### src/rtl/qdec_pkg.sv
package qdec_pkg;
  typedef enum logic [1:0] {
    SRC_QUAD   = 2'b00,
    SRC_DIRCNT = 2'b01,
    SRC_UP     = 2'b10,
    SRC_DOWN   = 2'b11
  } src_mode_e;

  typedef struct packed {
    logic up;
    logic dn;
    logic err;
  } step_t;

  // position of a {A,B} state along the forward Gray cycle
  function automatic logic [1:0] gray_pos(input logic [1:0] s);
    return {s[1], s[1] ^ s[0]};
  endfunction
endpackage

### src/rtl/qdec_sampler.sv
module qdec_sampler (
  input  logic       clk_i,
  input  logic       a_i,
  input  logic       b_i,
  input  logic       swap_i,
  output logic [1:0] cur_o,
  output logic [1:0] prev_o
);
  logic [1:0] raw_q;

  // no reset: tracks pins during reset so release causes no step
  always_ff @(posedge clk_i) raw_q <= {a_i, b_i};

  // swap applied to both samples so toggling swap_i is not an edge
  assign cur_o  = swap_i ? {b_i, a_i}       : {a_i, b_i};
  assign prev_o = swap_i ? {raw_q[0], raw_q[1]} : raw_q;
endmodule

### src/rtl/qdec_step_decode.sv
module qdec_step_decode
  import qdec_pkg::*;
(
  input  logic [1:0] cur_i,
  input  logic [1:0] prev_i,
  input  logic [1:0] mode_i,
  output step_t      step_o
);
  logic [1:0] delta;
  logic       rise_a;

  always_comb begin
    delta  = gray_pos(cur_i) - gray_pos(prev_i);
    rise_a = cur_i[1] & ~prev_i[1];
    step_o = '0;
    unique case (src_mode_e'(mode_i))
      SRC_QUAD: begin
        step_o.up  = (delta == 2'd1);
        step_o.dn  = (delta == 2'd3);
        step_o.err = (delta == 2'd2);
      end
      SRC_DIRCNT: begin
        step_o.up = rise_a &  cur_i[0];
        step_o.dn = rise_a & ~cur_i[0];
      end
      SRC_UP:   step_o.up = rise_a;
      SRC_DOWN: step_o.dn = rise_a;
      default:  step_o = '0;
    endcase
  end
endmodule

### src/rtl/qdec_pos_counter.sv
module qdec_pos_counter #(
  parameter int unsigned CNT_W = 32
) (
  input  logic             clk_i,
  input  logic             rst_ni,
  input  logic             up_i,
  input  logic             dn_i,
  output logic [CNT_W-1:0] count_o,
  output logic             dir_o
);
  localparam logic [CNT_W-1:0] ONE = CNT_W'(1);

  always_ff @(posedge clk_i or negedge rst_ni) begin
    if (!rst_ni) begin
      count_o <= '0;
      dir_o   <= 1'b0;
    end else if (up_i) begin
      count_o <= count_o + ONE;
      dir_o   <= 1'b1;
    end else if (dn_i) begin
      count_o <= count_o - ONE;
      dir_o   <= 1'b0;
    end
  end

  assert_single_step_R2: assert property (@(posedge clk_i) disable iff (!rst_ni)
    (count_o == $past(count_o)) || (count_o == $past(count_o) + ONE) ||
    (count_o == $past(count_o) - ONE));

  assert_dir_up_R3: assert property (@(posedge clk_i) disable iff (!rst_ni)
    up_i |=> dir_o);

  assert_dir_down_R3: assert property (@(posedge clk_i) disable iff (!rst_ni)
    (dn_i && !up_i) |=> !dir_o);
endmodule

### src/rtl/qdec_err_flag.sv
module qdec_err_flag (
  input  logic clk_i,
  input  logic rst_ni,
  input  logic set_i,
  input  logic clr_i,
  output logic flag_o
);
  always_ff @(posedge clk_i or negedge rst_ni) begin
    if (!rst_ni)     flag_o <= 1'b0;
    else if (set_i)  flag_o <= 1'b1;
    else if (clr_i)  flag_o <= 1'b0;
  end

  assert_flag_sticky_R6: assert property (@(posedge clk_i) disable iff (!rst_ni)
    (flag_o && !clr_i) |=> flag_o);

  assert_set_wins_R6: assert property (@(posedge clk_i) disable iff (!rst_ni)
    set_i |=> flag_o);

  assert_clear_works_R6: assert property (@(posedge clk_i) disable iff (!rst_ni)
    (clr_i && !set_i) |=> !flag_o);
endmodule

### src/rtl/quad_pos_counter.sv
module quad_pos_counter #(
  parameter int unsigned CNT_W = 32
) (
  input  logic             clk_i,
  input  logic             rst_ni,
  input  logic             a_i,
  input  logic             b_i,
  input  logic [1:0]       mode_i,
  input  logic             swap_i,
  input  logic             err_clr_i,
  input  logic             irq_en_i,
  output logic [CNT_W-1:0] count_o,
  output logic             dir_o,
  output logic             phase_err_o,
  output logic             irq_o
);
  import qdec_pkg::*;

  logic [1:0] cur, prev;
  step_t      step;

  qdec_sampler u_sampler (
    .clk_i  (clk_i),
    .a_i    (a_i),
    .b_i    (b_i),
    .swap_i (swap_i),
    .cur_o  (cur),
    .prev_o (prev)
  );

  qdec_step_decode u_decode (
    .cur_i  (cur),
    .prev_i (prev),
    .mode_i (mode_i),
    .step_o (step)
  );

  qdec_pos_counter #(.CNT_W(CNT_W)) u_counter (
    .clk_i   (clk_i),
    .rst_ni  (rst_ni),
    .up_i    (step.up),
    .dn_i    (step.dn),
    .count_o (count_o),
    .dir_o   (dir_o)
  );

  qdec_err_flag u_err (
    .clk_i  (clk_i),
    .rst_ni (rst_ni),
    .set_i  (step.err),
    .clr_i  (err_clr_i),
    .flag_o (phase_err_o)
  );

  assign irq_o = phase_err_o & irq_en_i;

  assert_step_exclusive_R5: assert property (@(posedge clk_i) disable iff (!rst_ni)
    $onehot0({step.up, step.dn, step.err}));

  assert_err_holds_count_R5: assert property (@(posedge clk_i) disable iff (!rst_ni)
    step.err |=> ($stable(count_o) && $stable(dir_o)));

  assert_err_only_quad_R10: assert property (@(posedge clk_i) disable iff (!rst_ni)
    (mode_i != 2'b00) |-> !step.err);
endmodule

### config.mk
export PLATFORM = sky130hd
export DESIGN_NAME = quad_pos_counter
export DESIGN_NICKNAME = d
export VERILOG_FILES = /design/src/rtl/qdec_pkg.sv /design/src/rtl/qdec_sampler.sv /design/src/rtl/qdec_step_decode.sv /design/src/rtl/qdec_pos_counter.sv /design/src/rtl/qdec_err_flag.sv /design/src/rtl/quad_pos_counter.sv
export SDC_FILE = /design/constraint.sdc
export NUM_CORES = 1
export LEC_CHECK = 0
export ABC_CLOCK_PERIOD_IN_PS = 10140
export BUFFER_PORTS_ARGS = -buffer_cell sky130_fd_sc_hd__buf_4
export CORE_MARGIN = 2
export CORE_UTILIZATION = 65
export CTS_BUF_LIST = sky130_fd_sc_hd__clkbuf_8
export CTS_CLUSTER_SIZE = 20
export DETAILED_ROUTE_END_ITERATION = 12
export HOLD_SLACK_MARGIN = 0.12
export PLACE_DENSITY_LB_ADDON = 0.2
export SYNTH_ARGS = -nofsm -noshare
export SYNTH_HDL_FRONTEND = slang
export SYNTH_SLANG_ARGS = --single-unit
### constraint.sdc
create_clock -name clk_i -period 10.14 [get_ports clk_i]
set_clock_uncertainty 0.1 [all_clocks]
set_input_delay 0.507 -clock clk_i [delete_from_list [all_inputs] [get_ports clk_i]]
set_output_delay 0.507 -clock clk_i [all_outputs]
set_load 0.1 [all_outputs]
Yosys cells after proc, flatten, opt, wreduce, memory -nomap -nowiden

Index checks and enable logic that the tools add are counted.

Register bits: 36
Bits of input ports: 9
Output and inout bits: 35
Word-level logic and storage cells: 35

Add/subtract/negate cells: 3
Eq/ne operators: 6
Mux-type cells: 11
Bitwise operators: 8
Reductions and logical operators: 3

Operators with widths:

| cell                  | count |
|---|---|
| $mux 32               | 2 |
| $add 32x1->32 const B | 1 |
| $sub 32x1->32 const B | 1 |
| $eq 2x2->1 const B    | 4 |
| $pmux 1 s3            | 2 |
| $mux 1                | 5 |
| $and 1x1->1           | 4 |
| $eq 2x1->1 const B    | 2 |
| $mux 2                | 2 |
| $reduce_bool 2->1     | 2 |
| $logic_not 2->1       | 1 |
| $not 1->1             | 2 |
| $sub 2x2->2           | 1 |
| $xor 1x1->1           | 2 |

Longest topological paths before layout

Gate-level depths: netlist (run 1).

Word-level depth: 7
Gate-level depth with buffers: 13
Depth with buffers taken out: 13

By module

From an unflattened synthesis (run 1), not the netlist that was laid out.

Cells, all modules: 373
Area total of the unflattened synthesis: 3156.8 um2

Modules (own cells, without submodules):

| module           | times used | cells each | area each (um2) |
|---|---|---|---|
| qdec_pos_counter | 1          | 348        | 2907.8 |
| qdec_step_decode | 1          | 15         | 121.4 |
| qdec_sampler     | 1          | 6          | 85.1 |
| qdec_err_flag    | 1          | 3          | 36.3 |
| quad_pos_counter | 1          | 1          | 6.3 |

Worst setup path after synthesis (run 1)

No wires, ideal clock.

Path type: input to register
From: input swap_i
To: register u_counter.count_o[31]
Library setup time: 0.158 ns
Data arrival time: 4.500 ns
Slack: 5.383 ns
Cell stages on the path: 13
Cell sequence: mux2_2 -> ha_1 -> xor2_1 -> a32oi_1 -> ha_1 -> clkbuf_1 -> and3_1 -> and2_1 -> a221oi_1 -> o21ai_1 -> a311oi_1 -> mux2i_1 -> xnor2_1

Longest elaborated chain between the ends: 6

RTL lines:

| element                                             | line                                           | RTL |
|---|---|---|
| start, declared                                     | quad_pos_counter.sv:9                          | `input logic swap_i,` |
| $mux 2, on equally long branches                    | qdec_sampler.sv:15, qdec_sampler.sv:16         |  |
| $xor 1x1->1 / $not 1->1 (equally long branches)     | qdec_pkg.sv:17, qdec_step_decode.sv:14         |  |
| $sub 2x2->2 / $and 1x1->1 (equally long branches)   | qdec_step_decode.sv:13, qdec_step_decode.sv:14 |  |
| $eq 2x1->1 (tied with other cells)                  | qdec_step_decode.sv:18                         | `step_o.up = (delta == 2'd1);` |
| $pmux 1 s3                                          | qdec_step_decode.sv:16                         | `unique case (src_mode_e'(mode_i))` |
| $mux 32 / $reduce_bool 2->1 (equally long branches) | -                                              |  |
| end signal, assigned                                | qdec_pos_counter.sv:18                         | `count_o <= count_o + ONE;` |
| end signal, assigned                                | qdec_pos_counter.sv:21                         | `count_o <= count_o - ONE;` |
| end, declared                                       | qdec_pos_counter.sv:8                          | `output logic [CNT_W-1:0] count_o,` |

Parallel ways exist; a longest one is shown, timed or not.
A chain may end at the register's enable or synchronous reset.

Final worst setup path (run 1)

From: input swap_i
To: register u_counter.count_o[20]

The elaborated chain is that of the path after synthesis.

==> results by group, run 1 <==
Detailed routing
  • First-pass DRT Iterations: 5
  • Final ANT Viol Nets: 0
  • Drt drc: 0
  • Avg Vias per Cell: a little over 6
  • DR iter-0 viols: 243
  • Final wirelength: approximately 7.6 mm
  • Vias: ~3,000
  • Drt wl/cell: 15.4 µm

Synth
  • Avg Cell Area, Syn: approximately 8.2 µm²
  • #FFs+latches synth: 36
  • Post-synthesis sequential area ratio: 28.0%
  • Post-synth EDFFs: 0
  • YS warnings: 0
  • Async SR Flop Fraction: 94.4%
  • Synthesized Nets: 429
  • Post-synthesis cell count: between 300 and 400
  • Post-synth cell types: 60
  • Primary FF master, synth: dfrtp_1
  • Synth Cell Area: ~3200 µm²

Critical path
  • Worst EP arrival: between 4 and 5 ns
  • Critical Path RT: 10.19 ns
  • R2r worst-path depth: 13
  • Setup CP Type: primary input to register
  • CP Cell Sequence: buf_4 -> mux2_2 -> ha_1 -> xor2_1 -> a32oi_2 -> buf_4 -> ha_1 -> a21o_1 -> o2bb2ai_2 -> or3_2 -> o21ai_0 -> a21boi_0 -> xnor2_1 -> o21ai_0
  • Crit path to: u_counter.count_o[20]$_DFFE_PN0P_
  • FF-to-FF setup slack: 5.87 ns
  • CP max stage delay: 0.66 ns
  • Startpoint Class: primary input
  • Worst reg2reg startpoint: u_sampler.raw_q[0]$_DFF_P_
  • Crit end category: register
  • Worst Setup SP: swap_i
  • RR Endpoint: u_counter.count_o[20]$_DFFE_PN0P_
  • CP max stage cell: a32oi_2
  • Crit-path max FO: 20

Placement
  • DP HPWL: 5.61 mm
  • PortBufs: 43
  • Gpl congestion: 0.961

STA
  • Relative slew slack: 46.5%
  • Final cycle utilization of the critical path: 43.9%
  • Slew Viols, Final: 0
  • # setup viols final: 0
  • Slew at the pin closest to its max-slew limit: 0.803 ns
  • Achievable Freq: roughly 220 MHz
  • TNS Setup: 0 ns
  • Final min period: 4.45 ns
  • Final Hold Viols: 0
  • RSZ-0062 raised after global routing: no

CTS
  • Cts repair resizes: 0
  • CTS buffer count: 5
  • Post-CTS Hold Buffers: 1
  • CTS Buffer Depth: 2
  • Root buf cell: clkbuf_8
  • Post-CTS Setup Bufs: 0
  • Worst-Skew Late Latency: about 0.29 ns
  • Clock transition at path regs: 0.07 ns
  • Clock Sinks: 36
  • H-Tree Depth: 2
  • CTS tree: done

Die
  • Die area: 5480 µm²
  • Starting density of the core: 67.4%
  • Core area: ~4700 µm²
  • Boundary Pins: 44
  • Die extent in y: 74.0 µm
  • Chip width: 74.0 µm
  • Site Rows: 25

Finish
  • Diodes inserted: 0
  • Area grow syn2layout: 14.2%
  • Fillcell total: 366
  • Final #Nets: 465
  • Most common cell after layout, fill and taps aside: nand2_1
  • Final core occ: between 70 and 80%
  • Layout cells sized above 1: 15.8%
  • Leading cell types in the layout, fill and taps excluded: nand2_1, buf_4, o21ai_0

GRT
  • Total global routing overflow: 0
  • Largest net degree at the start of global routing: 65
  • Antenna violations before repair: 0
  • Vias in the first global route: 2,803
  • Total global-route track usage: 29.5%
  • First-pass GRT wire length: 12.7 mm

Run status
  • Outcome: completed

Flow run
  • Max_cap viols: 0

Hold path
  • Worst Hold Class: primary input to register
## sequential cells by signal, summed over array words and instances, names as in the netlist
register / count
u_counter.dir_o: 1
u_counter.count_o: 32
u_sampler.raw_q: 2
u_err.flag_o: 1
## critical path: cells and delay by family
family | cells | cell delay, ns
adders and majority gates | 2 | 0.67
AOI/OAI and AO/OA | 6 | 1.75
muxes | 1 | 0.33
buffers and inverters | 2 | 0.49
xor gates and xnor gates | 2 | 0.34
and+or+nand+nor | 1 | 0.41
## cell families after synthesis
group / count (synthesis) / synth area share (%)
AND/OR/NAND/NOR: 127 / 19.4
flip-flops: 36 / 28.0
XOR/XNOR: 27 / 7.42
adder cells (fa/ha/maj): 33 / 13.2
AO/OA/AOI/OAI: 130 / 26.1
multiplexers: 6 / 1.92
buffers and inverters: 28 / 4.01
## Yosys cell counts (8+ instances only)
library cell,n,share of area (%)
nand4_1,8,1.6
xnor2_1,16,4.4
a21o_1,14,3.3
ha_1,32,13
xor2_1,11,3.0
o21ai_0,40,6.3
clkbuf_1,9,1.1
inv_1,11,1.3
nand2_1,55,6.5
nand3_1,9,1.4
dfrtp_1,34,27
nor2_1,23,2.7
a21oi_1,27,4.2
## worst min-delay path by stage
stage | start | end | cells past startpoint | slack (ns)
6_report | b_i | u_sampler.raw_q[0]$_DFF_P_ | 1 | 0.25
5_1_grt | b_i | u_sampler.raw_q[0]$_DFF_P_ | 1 | 0.25
4_1_cts | b_i | u_sampler.raw_q[0]$_DFF_P_ | 1 | 0.24
3_5_place_dp | u_counter.count_o[31]$_DFFE_PN0P_ | u_counter.count_o[31]$_DFFE_PN0P_ | 1 | 0.37
3_3_place_gp | u_counter.count_o[31]$_DFFE_PN0P_ | u_counter.count_o[31]$_DFFE_PN0P_ | 1 | 0.36
2_1_floorplan | rst_ni | u_counter.count_o[0]$_DFFE_PN0P_ | 0 | 0.11
## final cells by class
type                    count  area (µm²)  area share, %
clock buffers               6        82.6           2.27
clock inverters             2        10.0          0.275
inverters                  11        41.3           1.13
multi-input cells         323        2180           60.0
flip-flops and latches     36         891           24.5
well taps                  67        83.8           2.30
repair buffers             46         348           9.56
## stage by stage
| step | setup WS, ns | hold WS (ns) | cell area, µm² | cells |
|---|---|---|---|---|
| floorplan | 5.38 | 0.111 | 3190 | 387 |
| global placement | 5.62 | 0.364 | 3540 | 482 |
| detailed placement | 5.47 | 0.367 | 3540 | 482 |
| CTS | 5.77 | 0.242 | 3640 | 491 |
| global route | 5.51 | 0.246 | 3640 | 491 |
| finish | 5.69 | 0.246 | 3640 | 491 |
## metal layers
metal | track usage [%] | share of wire (%) | up-vias | wire, µm
li1 | - | - | 1496 | -
met1 | 38.9 | 44 | 1419 | 3370
met2 | 51.1 | 49 | 99 | 3690
met3 | 4.07 | 5.0 | 17 | 380
met4 | 7.68 | 1.8 | 0 | 140
met5 | 0 | 0 | - | 0
Power of run 1 is not shown: default switching activity piles up to over one toggle a cycle in this logic, so the estimate is an artifact.
==> inputs of run 2 (changes only) <==
ABC_CLOCK_PERIOD_IN_PS = 4400   (was 10140)
CORE_UTILIZATION = 60   (was 65)
clock period = 4.4 ns   (was 10.14 ns; I/O delays follow)
==> run 2 against run 1 <==
Sequential cell count is the same. Die area up 7.9%. Critical path depth up 1. Cell area up 1.4%. Sequential share of layout area fell by 0.35 points. Final cell count increased by 1.2%. Worst hold slack gained 0.049 ns. Utilization fell by 4.8 points. Non-clock buffer count is 3 higher.
==> results by group, run 2 (synthesis gave the netlist of run 1 again) <==
Run status
  • Outcome: completed

Critical path
  • Worst reg2reg startpoint: u_sampler.raw_q[0]$_DFF_P_
  • CP Cell Sequence: dlygate4sd3_1 -> buf_4 -> mux2_2 -> ha_1 -> xor2_1 -> a32oi_2 -> buf_4 -> ha_1 -> a21oi_1 -> o21ai_0 -> a221oi_1 -> o21ai_1 -> a311oi_1 -> mux2i_1 -> xnor2_1
  • Setup CP Type: primary input to register
  • R2r worst-path depth: 13 (unchanged)
  • Crit-path max FO: 32 (+60%)
  • Crit end category: register
  • CP max stage delay: 0.54 ns (-0.12 ns)
  • Worst EP arrival: 4.25 ns (-0.25 ns)
  • FF-to-FF setup slack: 0.70 ns (-5.17 ns)
  • CP max stage cell: dlygate4sd3_1
  • Critical Path RT: 4.54 ns (-5.65 ns)
  • RR Endpoint: u_counter.count_o[31]$_DFFE_PN0P_
  • Startpoint Class: primary input

Detailed routing
  • Final wirelength: 7.39 mm (-2.4%)
  • Drt drc: 0 (unchanged)
  • Vias: 2,964 (-2.2%)
  • Avg Vias per Cell: 5.96 (-3.4%)
  • DR iter-0 viols: 213 (-12%)
  • Drt wl/cell: 14.9 µm (-3.6%)
  • Final ANT Viol Nets: 0 (unchanged)
  • First-pass DRT Iterations: 5 (unchanged)

Finish
  • Area grow syn2layout: 15.9%
  • Top Registers: u_counter.count_o: 32 flops, u_sampler.raw_q: 2 flops
  • Max reg flops: 32 (unchanged)
  • Diodes inserted: 0 (unchanged)
  • Reg with most FFs: u_counter.count_o
  • Final #Nets: 468 (+0.65%)
  • Leading cell types in the layout, fill and taps excluded: nand2_1, buf_4, o21ai_0
  • Layout cells sized above 1: 15.7% (-0.11 points)
  • Most common cell after layout, fill and taps aside: nand2_1

GRT
  • Vias in the first global route: 2,762 (-1.5%)
  • Largest net degree at the start of global routing: 35 (-46%)
  • Total global routing overflow: 0 (unchanged)
  • Antenna violations before repair: 0 (unchanged)
  • Total global-route track usage: 26.2% (-3.3 points)
  • First-pass GRT wire length: 12.6 mm (-0.60%)

CTS
  • Post-CTS Setup Bufs: 0 (unchanged)
  • H-Tree Depth: 2 (unchanged)
  • CTS Buffer Depth: 2 (unchanged)
  • Root buf cell: clkbuf_8
  • CTS buffer count: 5 (unchanged)
  • Clock Sinks: 36 (unchanged)
  • CTS tree: done
  • Worst-Skew Late Latency: 0.31 ns (+0.02 ns)
  • Clock transition at path regs: 0.08 ns (about the same)

Die
  • Chip width: 76.9 µm (+3.9%)
  • Starting density of the core: 62.4% (-5.1 points)
  • Core area: 5110 µm² (+8.1%)
  • Boundary Pins: 44 (unchanged)
  • Site Rows: 26 (+4.0%)
  • Die extent in y: 76.9 µm (+3.9%)
  • Die area: 5910 µm² (+7.9%)

STA
  • Slew at the pin closest to its max-slew limit: 0.765 ns (-0.0379 ns)
  • Relative slew slack: 48.9% (+2.4 points)
  • Achievable Freq: about 240 MHz
  • RSZ-0062 raised after global routing: no
  • Slew Viols, Final: 0 (unchanged)
  • Final cycle utilization of the critical path: 93.4%
  • Final min period: 4.11 ns
  • TNS Setup: 0 ns (unchanged)
  • Final Hold Viols: 0 (unchanged)
  • # setup viols final: 0 (unchanged)

Flow run
  • Max_cap viols: 0 (unchanged)

Placement
  • Gpl congestion: 0.917 (-4.6%)
  • DP HPWL: 5.61 mm (about the same)
  • PortBufs: 43 (unchanged)

Hold path
  • Worst Hold Class: primary input to async pin
run 2: cell types whose count changed in the layout (fill, tap and decap cells not counted), sizes merged:
cell,previous run,this run
bufinv,0,1
clkbuf,6,5
clkinv,2,1
clkinvlp,0,1
dlygate4sd3,1,4
run 2: metrics by stage:
stage	hold WS, ns	setup slack [ns]	instances	cell area, µm²	util [%]
after global routing	0.343	0.0622	497	3690	72.3
after global placement	0.0985	0.587	485	3540	69.3
final	0.295	0.288	497	3690	72.3
after floorplan	-0.176	0.480	387	3190	-
after detailed placement	0.103	0.447	485	3540	69.3
after CTS	0.313	0.253	497	3690	72.3
run 2: cell type report:
| type | instances | area [µm²] |
|---|---|---|
| flip-flops and latches | 36 | 891 |
| clock inverters | 3 | 42.5 |
| fillers | 400 | 1420 |
| clock buffers | 5 | 68.8 |
| well taps | 70 | 87.6 |
| multi-input cells | 323 | 2180 |
| repair buffers | 49 | 378 |
| inverters | 11 | 41.3 |
run 2: routing by layer:
metal	wire length (µm)	global-route usage [%]
met1	3410	34.6
met2	3570	43.9
met3	294	3.53
met4	117	9.27
met5	0	0
run 2: how the worst max path moves through the flow:
stage,start,end,slack (ns)
finish,b_i,u_counter.count_o[31]$_DFFE_PN0P_,0.29
global route,b_i,u_counter.count_o[31]$_DFFE_PN0P_,0.06
CTS,b_i,u_counter.count_o[20]$_DFFE_PN0P_,0.25
detailed placement,swap_i,u_counter.count_o[20]$_DFFE_PN0P_,0.45
global placement,swap_i,u_counter.count_o[20]$_DFFE_PN0P_,0.59
floorplan,swap_i,u_counter.count_o[31]$_DFFE_PN0P_,0.48
run 2: worst max-delay path, delay by kind of cell:
kind,cells,cell delay (ns)
AOI/OAI and AO/OA,6,1.43
buffers and inverters,3,1.06
muxes,2,0.52
adders and majority gates,2,0.69
xor gates and xnor gates,2,0.30
run 2: repair_timing:
action / in CTS / in global routing
hold buffers: 4 / 0
endpoints found under the hold margin: 37 / 0
setup endpoints to repair: 0 / 1
gates resized for setup: 0 / 1
Power of run 2 is left out for the same reason.
